$ cat src/rtl/irq_nest_pkg.sv
package irq_nest_pkg;
  typedef logic [1:0] prio_t;
  typedef logic [1:0] isp_t;

  localparam isp_t ISP_IDLE = 2'b11;

  typedef struct packed {
    isp_t isp;
    logic ie;
  } ctx_t;

  function automatic isp_t isp_from_prio(prio_t p);
    case (p)
      2'd0, 2'd1: return 2'b00;
      2'd2:       return 2'b01;
      default:    return 2'b10;
    endcase
  endfunction

  // least urgent code still accepted in a given in-service band
  function automatic prio_t prio_ceiling(isp_t s);
    case (s)
      2'b00:   return 2'd1;
      2'b01:   return 2'd2;
      default: return 2'd3;
    endcase
  endfunction
endpackage

$ cat src/rtl/irq_req_latch.sv
module irq_req_latch #(
  parameter int N_SRC = 8
) (
  input  logic             clk_i,
  input  logic             rst_ni,
  input  logic [N_SRC-1:0] set_i,
  input  logic [N_SRC-1:0] clr_i,
  input  logic [N_SRC-1:0] ack_clr_i,
  output logic [N_SRC-1:0] flag_o
);
  logic [N_SRC-1:0] flag_q;

  always_ff @(posedge clk_i or negedge rst_ni) begin
    if (!rst_ni) flag_q <= '0;
    else         flag_q <= (flag_q | set_i) & ~clr_i & ~ack_clr_i;
  end

  assign flag_o = flag_q;

  AST_ACK_DROPS_FLAG: assert property (@(posedge clk_i) disable iff (!rst_ni)
    (ack_clr_i != '0) |=> ((flag_q & $past(ack_clr_i)) == '0));
endmodule

$ cat src/rtl/irq_prio_pick.sv
module irq_prio_pick
  import irq_nest_pkg::*;
#(
  parameter int N_SRC = 8,
  localparam int IW = $clog2(N_SRC)
) (
  input  logic               clk_i,
  input  logic               rst_ni,
  input  logic [N_SRC-1:0]   flag_i,
  input  logic [N_SRC-1:0]   mask_i,
  input  logic [2*N_SRC-1:0] prio_i,
  input  prio_t              ceil_i,
  output logic               valid_o,
  output logic [IW-1:0]      idx_o,
  output prio_t              prio_o
);
  logic [N_SRC-1:0] elig;

  for (genvar g = 0; g < N_SRC; g++) begin : g_elig
    assign elig[g] = flag_i[g] & ~mask_i[g] & (prio_i[2*g +: 2] <= ceil_i);
  end

  // strict compare in ascending order keeps the lowest index on ties
  always_comb begin
    valid_o = 1'b0;
    idx_o   = '0;
    prio_o  = 2'd3;
    for (int i = 0; i < N_SRC; i++) begin
      if (elig[i] && (!valid_o || prio_i[2*i +: 2] < prio_o)) begin
        valid_o = 1'b1;
        idx_o   = IW'(i);
        prio_o  = prio_i[2*i +: 2];
      end
    end
  end

  AST_WIN_UNMASKED: assert property (@(posedge clk_i) disable iff (!rst_ni)
    valid_o |-> (flag_i[idx_o] && !mask_i[idx_o]));
endmodule

$ cat src/rtl/irq_nest_ctrl.sv
module irq_nest_ctrl
  import irq_nest_pkg::*;
#(
  parameter int DEPTH = 4,
  localparam int AW = (DEPTH > 1) ? $clog2(DEPTH) : 1,
  localparam int CW = $clog2(DEPTH + 1)
) (
  input  logic  clk_i,
  input  logic  rst_ni,
  input  logic  m_valid_i,
  input  prio_t m_prio_i,
  input  logic  swi_pend_i,
  input  logic  ei_i,
  input  logic  di_i,
  input  logic  reti_i,
  input  logic  retire_i,
  output logic  grant_m_o,
  output logic  grant_s_o,
  output logic  ie_o,
  output isp_t  isp_o,
  output prio_t ceil_o
);
  ctx_t          stk_q [DEPTH];
  logic [CW-1:0] cnt_q;
  logic          ie_q, hold_q;
  isp_t          isp_q;
  logic          full, push, pop;
  logic [AW-1:0] wr_idx, rd_idx;

  assign full      = (cnt_q == CW'(DEPTH));
  assign grant_s_o = swi_pend_i & ~full & ~reti_i;
  assign grant_m_o = ~grant_s_o & m_valid_i & ie_q & ~hold_q & ~reti_i & ~full;
  assign push      = grant_m_o | grant_s_o;
  assign pop       = ~push & reti_i & (cnt_q != '0);
  assign wr_idx    = AW'(cnt_q);
  assign rd_idx    = AW'(cnt_q - CW'(1));

  always_ff @(posedge clk_i) begin
    if (push) stk_q[wr_idx] <= '{isp: isp_q, ie: ie_q};
  end

  always_ff @(posedge clk_i or negedge rst_ni) begin
    if (!rst_ni) begin
      cnt_q  <= '0;
      ie_q   <= 1'b0;
      isp_q  <= ISP_IDLE;
      hold_q <= 1'b0;
    end else begin
      if (reti_i)        hold_q <= 1'b1;
      else if (retire_i) hold_q <= 1'b0;
      if (push) begin
        cnt_q <= cnt_q + CW'(1);
        ie_q  <= 1'b0;
        if (grant_m_o) isp_q <= isp_from_prio(m_prio_i);
      end else if (pop) begin
        cnt_q <= cnt_q - CW'(1);
        ie_q  <= stk_q[rd_idx].ie;
        isp_q <= stk_q[rd_idx].isp;
      end else if (ei_i) begin
        ie_q <= 1'b1;
      end else if (di_i) begin
        ie_q <= 1'b0;
      end
    end
  end

  assign ie_o   = ie_q;
  assign isp_o  = isp_q;
  assign ceil_o = prio_ceiling(isp_q);

  AST_STACK_BOUND: assert property (@(posedge clk_i) disable iff (!rst_ni)
    cnt_q <= CW'(DEPTH));
  AST_GRANT_CLEARS_IE: assert property (@(posedge clk_i) disable iff (!rst_ni)
    (grant_m_o || grant_s_o) |=> !ie_q);
  AST_RETI_ARMS_WAIT: assert property (@(posedge clk_i) disable iff (!rst_ni)
    reti_i |=> !grant_m_o);
endmodule

$ cat src/rtl/irq_nest_arb.sv
module irq_nest_arb
  import irq_nest_pkg::*;
#(
  parameter int N_SRC = 8,
  parameter int DEPTH = 4,
  localparam int IW = $clog2(N_SRC)
) (
  input  logic               clk_i,
  input  logic               rst_ni,
  input  logic [N_SRC-1:0]   req_i,
  input  logic [N_SRC-1:0]   clr_i,
  input  logic [N_SRC-1:0]   mask_i,
  input  logic [2*N_SRC-1:0] prio_i,
  input  logic               swi_i,
  input  logic               ei_i,
  input  logic               di_i,
  input  logic               reti_i,
  input  logic               retire_i,
  output logic               ack_o,
  output logic               ack_swi_o,
  output logic [IW-1:0]      ack_id_o,
  output logic               ie_o,
  output logic [1:0]         isp_o,
  output logic [N_SRC-1:0]   pend_o
);
  logic [N_SRC-1:0] flag, ack_clr;
  logic             m_valid, grant_m, grant_s, swi_q, ack_q, ack_swi_q;
  logic [IW-1:0]    m_idx, id_q;
  prio_t            m_prio, ceil;

  irq_req_latch #(.N_SRC(N_SRC)) u_latch (
    .clk_i, .rst_ni, .set_i(req_i), .clr_i, .ack_clr_i(ack_clr), .flag_o(flag)
  );

  irq_prio_pick #(.N_SRC(N_SRC)) u_pick (
    .clk_i, .rst_ni, .flag_i(flag), .mask_i, .prio_i, .ceil_i(ceil),
    .valid_o(m_valid), .idx_o(m_idx), .prio_o(m_prio)
  );

  irq_nest_ctrl #(.DEPTH(DEPTH)) u_ctrl (
    .clk_i, .rst_ni, .m_valid_i(m_valid), .m_prio_i(m_prio), .swi_pend_i(swi_q),
    .ei_i, .di_i, .reti_i, .retire_i, .grant_m_o(grant_m), .grant_s_o(grant_s),
    .ie_o, .isp_o, .ceil_o(ceil)
  );

  assign ack_clr = grant_m ? (N_SRC'(1) << m_idx) : '0;

  always_ff @(posedge clk_i or negedge rst_ni) begin
    if (!rst_ni) begin
      swi_q     <= 1'b0;
      ack_q     <= 1'b0;
      ack_swi_q <= 1'b0;
      id_q      <= '0;
    end else begin
      swi_q     <= (swi_q & ~grant_s) | swi_i;
      ack_q     <= grant_m;
      ack_swi_q <= grant_s;
      if (grant_m) id_q <= m_idx;
    end
  end

  assign ack_o     = ack_q;
  assign ack_swi_o = ack_swi_q;
  assign ack_id_o  = id_q;
  assign pend_o    = flag;

  AST_ACK_NEEDS_IE: assert property (@(posedge clk_i) disable iff (!rst_ni)
    ack_o |-> $past(ie_o));
  AST_ACK_SETS_BAND: assert property (@(posedge clk_i) disable iff (!rst_ni)
    ack_o |-> (isp_o != ISP_IDLE));
  AST_ONE_KIND: assert property (@(posedge clk_i) disable iff (!rst_ni)
    !(ack_o && ack_swi_o));
  AST_NO_ACK_ON_RETI: assert property (@(posedge clk_i) disable iff (!rst_ni)
    $past(reti_i) |-> !(ack_o || ack_swi_o));
endmodule

$ cat config.mk
export PLATFORM = sky130hd
export DESIGN_NAME = irq_nest_arb
export DESIGN_NICKNAME = d
export VERILOG_FILES = /design/src/rtl/irq_nest_pkg.sv /design/src/rtl/irq_req_latch.sv /design/src/rtl/irq_prio_pick.sv /design/src/rtl/irq_nest_ctrl.sv /design/src/rtl/irq_nest_arb.sv
export SDC_FILE = /design/constraint.sdc
export NUM_CORES = 1
export LEC_CHECK = 0
export ABC_AREA = 1
export BUFFER_PORTS_ARGS = -buffer_cell sky130_fd_sc_hd__buf_2
export CAP_MARGIN = 40
export CORE_MARGIN = 2
export CORE_UTILIZATION = 35
export CTS_BUF_LIST = sky130_fd_sc_hd__clkbuf_16
export DETAILED_ROUTE_END_ITERATION = 12
export GPL_ROUTABILITY_DRIVEN = 0
export PLACE_DENSITY = 0.58
export SLEW_MARGIN = 20
export SYNTH_ARGS = -nofsm -noshare
export SYNTH_HDL_FRONTEND = slang
export SYNTH_SLANG_ARGS = --single-unit
$ cat constraint.sdc
create_clock -name clk_i -period 6.6 [get_ports clk_i]
set_input_delay 0.33 -clock clk_i [delete_from_list [all_inputs] [get_ports clk_i]]
set_output_delay 0.33 -clock clk_i [all_outputs]
set_load 0.05 [all_outputs]
==> impl_metrics.yaml <==
outcome:
  status: "finished clean"
clocking:
  cts_made_buffers: 5
  cts_tree: "yes"
  clk_path_buf_depth: 2
  h-tree-depth: 2
  cts.sinks: 33
  clockRootBuffer: "clkbuf_16"
  cts.clk_slew.worst_paths_ns: 0.05
  clk_latency_ns: 0.28
layout:
  fillers: 717
  post-route-util: 0.4509
  area_growth_pct: 25.90
  drive_above_1_share: 0.2646
  final_cell_mix: "nand2_1, buf_2, inv_1, nor2_1, nand3_1"
  antenna_cells: 0
  mostFrequentLayoutCell: "nand2_1"
  fin_nets: 474
sta:
  hold_violations: 0
  skew_ns: 0.004434
  relSlewSlack: 0.5018
  finalSetupViolCount: 0
  holdWs_ns: 0.004797
  post-route-period-util: 0.8989
  worst_pin_slew_ns: 0.7429
  finalCriticalPeriod_ns: 5.933
  drv_slew: 0
  fmax_mhz: 168.6
  layout_setup_ws_ns: 0.6672
  finalSetupTns_ns: 0
  rsz0062_at_grt: "false"
setup_path:
  critPathKind: "reg2reg"
  crit_path_start_kind: "flip-flop"
  worstPathMaxFanout: 8
  end_kind: "flip-flop"
  critPathMaxStageDelay_ns: 0.60
  critical_path.slowest_cell: "dfstp_2"
  cp.arrival_ns: 6.09
  worst_path_most_repeated_cell: "nand2_1"
  crit_required_ns: 6.76
floorplan:
  die_h_um: 87.15
  die_w_um: 87.15
  die_area_um2: 7595
  row_count: 30
  floorplan.initialDensity: 0.3581
  io-pin-count: 63
  fp.coreArea_um2: 6756
detailed_routing:
  drc: 0
  drt_iter0_markers: 111
  viasPerCell: 4.756
  ant_nets: 0
  vias: 2340
  wl_met3_um: 260
  maxUsedRoutingLayer: "met4"
  drt_first_pass_iters: 4
  wl_met2_um: 2801
  wl_per_cell_um: 11.93
  routed_wl_um: 5868
  wl_met1_um: 2732
grt:
  grt_use_total: 0.1663
  grt_overflow_total: 0
  antenna_found_initial: 0
  grt_pass1_vias: 2217
  grt_max_degree: 22
  grt_pass1_wl_um: 9811
synth:
  syn_inst: 336
  syn_area_um2: 2420
  synth_cell_types: 30
  ys.warnings.count: 0
  syn_avg_cell_area_um2: 7.202
  yosysSeqAreaShare: 0.3671
  ys_ff_latch: 33
  synth_nets: 399
placement:
  portBuffers: 62
  place_ws_ns: 0.3797
  dp_hpwl_um: 4764
power_and_ir_drop:
  irDropWorstVdd_v: 0.0001585
  p_per_area_nw_per_um2: 378.9
  leakage_uw: 0.001679
worst_hold_path:
  min_path_type: "in2async"
job:
  drv_cap: 0
-- cells in the mapped netlist, drive strengths merged --
library cell,count,area share
nand3,27,0.056
dfstp,2,0.022
nand3b,1,0.0047
nor4,1,0.0026
o21bai,8,0.025
nor2,39,0.063
o21a,2,0.0062
ha,16,0.083
nor3,2,0.0041
xor2,2,0.0072
clkbuf,1,0.0015
inv,62,0.096
a221o,1,0.0041
a211oi,6,0.021
dfrtp,19,0.20
nand2,98,0.17
o21ai,14,0.031
o22ai,7,0.018
edfxtp,12,0.15
or2,5,0.013
a21oi,8,0.017
nand4,3,0.0078
-- metal layers --
metal,GRT usage,vias up
li1,-,1230
met3,0.03981,8
met1,0.2101,1050
met5,0,-
met2,0.2817,52
met4,0.05035,0
-- path summary, 6_finish.rpt --
| kind | from | end | slack (ns) | depth (start not counted) |
|---|---|---|---|---|
| worst max-delay path | u_ctrl.isp_o[1] | u_latch.flag_o[4] | 0.67 | 55 |
| worst min-delay path | rst_ni | u_latch.flag_o[5] | 0.005 | 1 |
| worst max register to register | u_ctrl.isp_o[1] | u_latch.flag_o[4] | 0.67 | 55 |
| worst min register to register | ack_id_o[1] | ack_id_o[1] | 0.49 | 2 |
| max in group asynchronous | rst_ni | u_ctrl.isp_o[0] | 6.24 | 1 |
| min in group clk_i | retire_i | u_ctrl.hold_q | 0.25 | 2 |
-- state kept, by name, indices dropped and copies added (netlist names), 2 cells and up --
signal / flops
u_ctrl.stk_q: 12
u_ctrl.cnt_q: 3
u_latch.flag_o: 8
u_ctrl.isp_o: 2
ack_id_o: 3
-- what timing repair did --
action / CTS / global route
gates resized for setup: 0 / 3
hold buffers: 0 / 0
buffers inserted: 0 / 6
endpoints found under the setup margin: 0 / 13
-- critical path, delay by kind of cell, from the launching register on --
kind | cells | cell delay (ns)
and+or+nand+nor | 42 | 3.42
adders and majority gates | 4 | 1.02
DFF | 1 | 0.60
AOI/OAI and AO/OA | 3 | 0.40
buffers and inverters | 6 | 0.37
-- report_power, final --
group | internal, µW | switching [µW] | leakage [µW]
clock | 175 | 80.7 | 0.0000826
sequential | 276 | 42.9 | 0.000366
combinational | 205 | 375 | 0.00123
total | 656 | 498 | 0.00168
-- cell families (layout without fill, tap and decap cells) --
logic type | count (synthesis) | after routing | synth area share
buffers and inverters | 63 | 139 | 0.09773
xor gates and xnor gates | 2 | 2 | 0.007240
DFF | 33 | 33 | 0.3671
and+or+nand+nor | 176 | 176 | 0.3242
AOI/OAI and AO/OA | 46 | 46 | 0.1210
adders and majority gates | 16 | 16 | 0.08273
-- metrics by stage --
| stage | total power (µW) | cells | area, µm² |
|---|---|---|---|
| CTS | 1133 | 486 | 2997 |
| detailed placement | 870.6 | 478 | 2834 |
| global placement | 858.6 | 478 | 2834 |
| global route | 1256 | 492 | 3047 |
| floorplan | 736.3 | 336 | 2420 |
| finish | 1154 | 492 | 3047 |
-- area by class of cell --
class	count	area (µm²)	share of cell area
repair buffers	69	360.3	0.1183
inverters	62	232.7	0.07639
multi-input cells	240	1303	0.4275
well taps	80	100.1	0.03285
clock buffers	5	125.1	0.04107
clock inverters	3	37.54	0.01232
flip-flops and latches	33	888.4	0.2916
Power figures use the tool's default switching activity.
